**config.mk**
```make
export PLATFORM = sky130hd
export DESIGN_NAME = ser9_tx
export DESIGN_NICKNAME = d
export VERILOG_FILES = /design/src/rtl/ser9_pkg.sv /design/src/rtl/ser9_rst_sync.sv /design/src/rtl/ser9_div16.sv /design/src/rtl/ser9_shifter.sv /design/src/rtl/ser9_flag.sv /design/src/rtl/ser9_tx.sv
export SDC_FILE = /design/constraint.sdc
export NUM_CORES = 1
export LEC_CHECK = 0
export ABC_CLOCK_PERIOD_IN_PS = 1900
export BUFFER_PORTS_ARGS = -buffer_cell sky130_fd_sc_hd__buf_2
export CAP_MARGIN = 20
export CORE_MARGIN = 5
export CORE_UTILIZATION = 38
export CTS_CLUSTER_SIZE = 40
export DETAILED_ROUTE_END_ITERATION = 6
export GPL_TIMING_DRIVEN = 0
export SLEW_MARGIN = 20
export SYNTH_ARGS = -nofsm -noshare
export SYNTH_HDL_FRONTEND = slang
export SYNTH_SLANG_ARGS = --single-unit
export TNS_END_PERCENT = 20
```
**constraint.sdc**
```tcl
create_clock -name clk -period 1.9 [get_ports clk]
set_clock_uncertainty 0.1 [all_clocks]
set_input_delay 0.095 -clock clk [delete_from_list [all_inputs] [get_ports clk]]
set_output_delay 0.095 -clock clk [all_outputs]
set_load 0.02 [all_outputs]
```
**src/rtl/ser9_pkg.sv**
```systemverilog
package ser9_pkg;
  typedef enum logic [1:0] {
    TX_IDLE  = 2'd0,
    TX_ARMED = 2'd1,
    TX_SHIFT = 2'd2
  } tx_state_e;
endpackage

```
**src/rtl/ser9_rst_sync.sv**
```systemverilog
module ser9_rst_sync (
  input  logic clk,
  input  logic arst_n,
  output logic rst_n_s
);
  logic meta_q;
  logic sync_q;

  always_ff @(posedge clk or negedge arst_n) begin
    if (!arst_n) begin
      meta_q <= 1'b0;
      sync_q <= 1'b0;
    end else begin
      meta_q <= 1'b1;
      sync_q <= meta_q;
    end
  end

  assign rst_n_s = sync_q;
endmodule

```
**src/rtl/ser9_div16.sv**
```systemverilog
module ser9_div16 #(
  parameter int OVS = 16
) (
  input  logic clk,
  input  logic rst_n,
  input  logic tick,
  output logic roll
);
  localparam int CNT_W = $clog2(OVS);
  localparam logic [CNT_W-1:0] LAST = CNT_W'(OVS - 1);

  logic [CNT_W-1:0] cnt_q;
  logic [CNT_W-1:0] cnt_d;
  logic             wrap;

  always_comb begin
    wrap  = (cnt_q == LAST);
    cnt_d = cnt_q;
    if (tick) begin
      cnt_d = wrap ? '0 : cnt_q + 1'b1;
    end
  end

  always_ff @(posedge clk or negedge rst_n) begin
    if (!rst_n) begin
      cnt_q <= '0;
    end else if (tick) begin
      cnt_q <= cnt_d;
    end
  end

  assign roll = tick & wrap;

  // the counter holds its value on every cycle without a tick
  p_counter_hold_r3: assert property (@(posedge clk) disable iff (!rst_n)
    !tick |=> $stable(cnt_q));
endmodule

```
**src/rtl/ser9_shifter.sv**
```systemverilog
module ser9_shifter
  import ser9_pkg::*;
#(
  parameter int DATA_W = 8
) (
  input  logic              clk,
  input  logic              rst_n,
  input  logic              roll,
  input  logic              wr_en,
  input  logic [DATA_W-1:0] wr_data,
  input  logic              bit9,
  output logic              txd,
  output logic              done
);
  localparam int SHIFT_W = DATA_W + 2;
  localparam int IDX_W   = $clog2(SHIFT_W);
  localparam logic [IDX_W-1:0] IDX_LAST = IDX_W'(SHIFT_W - 1);

  tx_state_e          state_q, state_d;
  logic [SHIFT_W-1:0] sh_q, sh_d;
  logic [IDX_W-1:0]   idx_q, idx_d;
  logic               txd_q, txd_d;

  always_comb begin
    state_d = state_q;
    sh_d    = sh_q;
    idx_d   = idx_q;
    txd_d   = txd_q;
    done    = 1'b0;
    unique case (state_q)
      TX_IDLE: begin
        if (wr_en) begin
          state_d = TX_ARMED;
          sh_d    = {1'b1, bit9, wr_data};
        end
      end
      TX_ARMED: begin
        if (roll) begin
          state_d = TX_SHIFT;
          txd_d   = 1'b0;
          idx_d   = '0;
        end
      end
      TX_SHIFT: begin
        if (roll) begin
          txd_d = sh_q[0];
          sh_d  = {1'b1, sh_q[SHIFT_W-1:1]};
          idx_d = idx_q + 1'b1;
          if (idx_q == IDX_LAST) begin
            state_d = TX_IDLE;
            done    = 1'b1;
          end
        end
      end
      default: state_d = TX_IDLE;
    endcase
  end

  always_ff @(posedge clk or negedge rst_n) begin
    if (!rst_n) begin
      state_q <= TX_IDLE;
      sh_q    <= '1;
      idx_q   <= '0;
      txd_q   <= 1'b1;
    end else begin
      state_q <= state_d;
      sh_q    <= sh_d;
      idx_q   <= idx_d;
      txd_q   <= txd_d;
    end
  end

  assign txd = txd_q;

  // no frame in progress means the line rests high
  p_idle_line_high_r1: assert property (@(posedge clk) disable iff (!rst_n)
    (state_q == TX_IDLE) |-> txd_q);

  // a write during a frame leaves the frame contents untouched
  p_busy_write_ignored_r8: assert property (@(posedge clk) disable iff (!rst_n)
    ((state_q != TX_IDLE) && wr_en && !roll) |=> $stable(sh_q));
endmodule

```
**src/rtl/ser9_flag.sv**
```systemverilog
module ser9_flag (
  input  logic clk,
  input  logic rst_n,
  input  logic set_i,
  input  logic clr_i,
  output logic flag_o
);
  logic flag_q, flag_d;

  always_comb begin
    flag_d = flag_q;
    if (clr_i) flag_d = 1'b0;
    if (set_i) flag_d = 1'b1;
  end

  always_ff @(posedge clk or negedge rst_n) begin
    if (!rst_n) flag_q <= 1'b0;
    else        flag_q <= flag_d;
  end

  assign flag_o = flag_q;

  // the flag holds without a clear
  p_flag_holds_r7: assert property (@(posedge clk) disable iff (!rst_n)
    (flag_q && !clr_i) |=> flag_q);

  // a clear with no new completion drops the flag
  p_clear_drops_r7: assert property (@(posedge clk) disable iff (!rst_n)
    (clr_i && !set_i) |=> !flag_q);
endmodule

```
**src/rtl/ser9_tx.sv**
```systemverilog
module ser9_tx #(
  parameter int DATA_W = 8,
  parameter int OVS    = 16
) (
  input  logic              clk,
  input  logic              arst_n,
  input  logic              tick_x16,
  input  logic              wr_en,
  input  logic [DATA_W-1:0] wr_data,
  input  logic              bit9,
  input  logic              flag_clr,
  output logic              txd,
  output logic              txc_flag
);
  logic rst_n_s;
  logic roll;
  logic done;

  ser9_rst_sync u_rst (
    .clk     (clk),
    .arst_n  (arst_n),
    .rst_n_s (rst_n_s)
  );

  ser9_div16 #(.OVS(OVS)) u_div (
    .clk   (clk),
    .rst_n (rst_n_s),
    .tick  (tick_x16),
    .roll  (roll)
  );

  ser9_shifter #(.DATA_W(DATA_W)) u_shift (
    .clk     (clk),
    .rst_n   (rst_n_s),
    .roll    (roll),
    .wr_en   (wr_en),
    .wr_data (wr_data),
    .bit9    (bit9),
    .txd     (txd),
    .done    (done)
  );

  ser9_flag u_flag (
    .clk    (clk),
    .rst_n  (rst_n_s),
    .set_i  (done),
    .clr_i  (flag_clr),
    .flag_o (txc_flag)
  );

  // the line moves only on a rollover edge
  p_line_moves_on_roll_r4: assert property (@(posedge clk) disable iff (!rst_n_s)
    (txd != $past(txd)) |-> $past(roll));

  // the flag rises together with the stop bit on a rollover
  p_flag_with_stop_r6: assert property (@(posedge clk) disable iff (!rst_n_s)
    $rose(txc_flag) |-> (txd && $past(roll)));
endmodule

```
==> summary.md <==
| Metric | Value |
|---|---|
| DRT met1 WL | 1.022 mm |
| Met3 WL | approximately 84 microns |
| Crit path largest cell delay | approximately 0.43 ns |
| Met2 wire length | 1.152 mm |
| CP Max Fanout | 9 |
| Placed cells | approximately 150 |
| Row cnt | 20 |
| Max-cap viol count | 0 |
| Unrepaired setup endpoints after global routing | no |
| Final Slew Violations | 0 |
| Hold Fails Final Rpt | 0 |
| Cell taking the most area after synthesis | dfrtp_1 |
| Required time of the critical path | between 2 and 2.5 ns |
| Clk Latency, worst-skew pair | 0.31 ns |
| Final Cycle Share | 87.78% |
| Net Sw Frac | between 30 and 40% |
| Sequential cell area | 588.1 sq um |
| CP Capture Type | register |
| Outcome | completed |
| Crit path cell chain | ha_1, and4_4, buf_6, nand3_2, o221a_1 |
| Fill cell count | 276 |
| Startpoint types | register |
| TritonCTS clock tree | yes |
| CP Class | reg -> reg |
| Post-synth EDFFs | 0 |
| Die height | 64.92 microns |
| Area contributors post-synth | dfrtp_1 28%, dfstp_2 23%, o221a_1 7.9%, nand2b_1 5.5%, ha_1 3.3% |
| PortBufs | 14 |
| Clock Root Buffer | clkbuf_4 |
| F_max | approximately 600 MHz |
| Hold Path Class | in -> reg |
| DRC | 0 |
| Sequential share of power | 57.1% |
| CP Buf/Inv Count | 1 |
| Synth Register Bits | 23 |
| Headroom to the max-slew limit | 45.11% |
| Vias in the first global route | 960 |
| Area of the mapped netlist | 1146 sq um |
| Register area share after synthesis | roughly half |
| Clock Pin Slew Worst Setup and Hold Paths | 0.13 ns |
| PwrDens | approximately 1100 nW/um^2 |
| Mapped Cells | a little over 100 |
| Setup Buffers After CTS | 0 |
| Post-CTS sizing | 0 |
| Final setup fails | 0 |
| DR pass1 iterations | 4 |
| I/O pins | 16 |
| Period minus WS final | 1.668 ns |
| Top Layer Used | met4 |
| Setup tns final | 0 ns |
| Hold Buf Count CTS | 9 |
| Antenna violations before repair | 0 |
| Final nets | 147 |
| P_int | between 1 and 1.5 mW |
| Post-synth ARST share | 100.0% |
| Area of the core | ~3000 sq um |
| Ys flop type | dfrtp_1 |
| ANT cells | 0 |
| Reg2reg path depth | 5 |
| Psw | 0.4714 mW |
| Hold path cells | 3 |
| Crit path max-delay family | flip-flops |
| Die footprint | 4215 sq um |
| Multi-input gate area | ~500 sq um |
| Crit-path slowest cell | dfrtp_1 |
| Comb power frac | 28.1% |
| Clock power frac | 14.9% |
| Grt total ovfl | 0 |
| Starting Density | 38.49% |
| Most frequent cell after synthesis | dfrtp_1 |
| Die X | 64.92 microns |
| Iteration-0 DRC count of the detailed router | 38 |
| Via count | 871 |
| Post-DP HPWL | 1.578 mm |
| Clock Sinks | 23 |
| Worst-Margin Slew | 0.8233 ns |
| Worst IR Drop VDD | between 0.7 and 0.8 mV |
| Leakage | about 0.57 nW |
| Avg Inst Size Synth | 11.35 sq um |
| P&R area growth vs syn | 20.74% |
| Non-Filler Instances | 162 |
| CP arrival | roughly 1.8 ns |
| Drt wl/cell | between 10 and 15 microns |
| Via-to-Cell Ratio | ~5.4 |
| H-tree level count | 1 |
| First-pass GRT wire length | ~4.1 mm |
| Antenna viol nets, final | 0 |
| Share of the synthesized area in the top cell type | between 20% and 30% |
| Crit. path cell count | 5 |
| Most frequent cells after synthesis | 13 x dfrtp_1, 10 x dfstp_2, 10 x nand2b_1 |
| Pin count of the biggest net entering global routing | 22 |
| CTS Buf Count | 3 |
| Synthesized Nets | 118 |
| Share of cells above drive strength 1 | 27.91% |
| Total GRT Usage | about 13% |
| Clock buffer depth | 2 |
| Routed Wire Length | 2.266 mm |
| YS warnings | 0 |
| GPL Wtd Cong | 0.7275 |
| Yosys cell types | 34 |
[through the flow]
stage / total power, mW / instance area [sq um] / hold slack (ns) / worst slack (ns) / utilization [%]
after global routing: 1.635 / 1384 / 0.006067 / 0.05170 / 46.47
after global placement: 1.251 / 1257 / -0.2203 / 0.2685 / 42.23
final: 1.515 / 1384 / 0.006805 / 0.2322 / 46.47
after CTS: 1.520 / 1374 / 0.002686 / 0.2236 / 46.13
after floorplan: 1.166 / 1146 / -0.3006 / 0.3499 / -
after detailed placement: 1.279 / 1257 / -0.2173 / 0.2507 / 42.23
[worst paths after layout]
path / from / end / slack [ns]
setup reg to reg: u_div.cnt_q[0] / u_shift.sh_q[6] / 0.23
max in group asynchronous: u_rst.rst_n_s / u_shift.idx_q[3] / 0.95
hold / removal: wr_data[3] / u_shift.sh_q[3] / 0.007
hold reg to reg: u_rst.rst_n_s / u_shift.idx_q[1] / 0.25
min in group asynchronous: u_rst.rst_n_s / u_shift.idx_q[1] / 0.25
setup / recovery: u_div.cnt_q[0] / u_shift.sh_q[6] / 0.23
[registers in the layout, summed over array words and instances (netlist names)]
register / flops
u_shift.idx_q: 4
u_rst.meta_q: 1
u_shift.txd: 1
u_flag.flag_o: 1
u_div.cnt_q: 4
u_shift.state_q: 2
u_shift.sh_q: 9
u_rst.rst_n_s: 1
[layer usage]
layer,vias to the layer above,track usage [%]
li1,426,-
met1,430,15.10
met2,13,22.35
met3,2,3.813
met4,0,1.583
met5,-,0
[power groups by stage]
| stage | sequential (mW) | combinational, mW | clock (mW) |
|---|---|---|---|
| after floorplan | 0.831 | 0.335 | 0 |
| after global placement | 0.864 | 0.388 | 0 |
| after detailed placement | 0.874 | 0.405 | 0 |
| after CTS | 0.865 | 0.422 | 0.233 |
| after global routing | 0.897 | 0.480 | 0.258 |
| final | 0.865 | 0.425 | 0.225 |
[cells in the final DEF, fill, tap and decap left out, types with 2 or more instances in the layout]
cell type	instances
a21oi_1	3
a22o_1	3
a31oi_1	2
buf_2	16
buf_6	2
clkbuf_1	2
clkbuf_4	3
dfrtp_1	13
dfstp_2	10
dlygate4sd3_1	10
ha_1	3
inv_1	5
nand2_1	6
nand2b_1	10
nand3b_1	2
nand4_1	2
nor2_1	2
o21ai_0	6
o221a_1	8
o22ai_1	3
o31ai_1	2
xnor2_1	2
[logic make-up (layout without fill, tap and decap cells)]
logic type                 count (synthesis)  count (layout)  synth area share (%)
muxes                                      1               1                0.9825
buffers and inverters                     11              39                 5.130
and+or+nand+nor                           29              29                 15.72
AOI/OAI and AO/OA                         31              31                 21.73
xor gates and xnor gates                   2               2                 1.529
other                                      1               1                0.3272
DFF                                       23              23                 51.31
adders and majority gates                  3               3                 3.275
[worst reg2reg max path, cell delays in order, from the launching register on]
cell	delay [ns]
dfrtp_1	0.43
ha_1	0.24
and4_4	0.22
buf_6	0.12
nand3_2	0.18
o221a_1	0.31
[cell type report]
class	instances	share of cell area, %
Sequential cell	23	42.50
Multi-Input combinational cell	67	36.08
Timing Repair Buffer	24	12.30
Tap cell	33	2.984
Buffer	6	2.893
Clock buffer	4	1.899
Inverter	5	1.356
No activity file was read; power rests on OpenSTA's default activity.
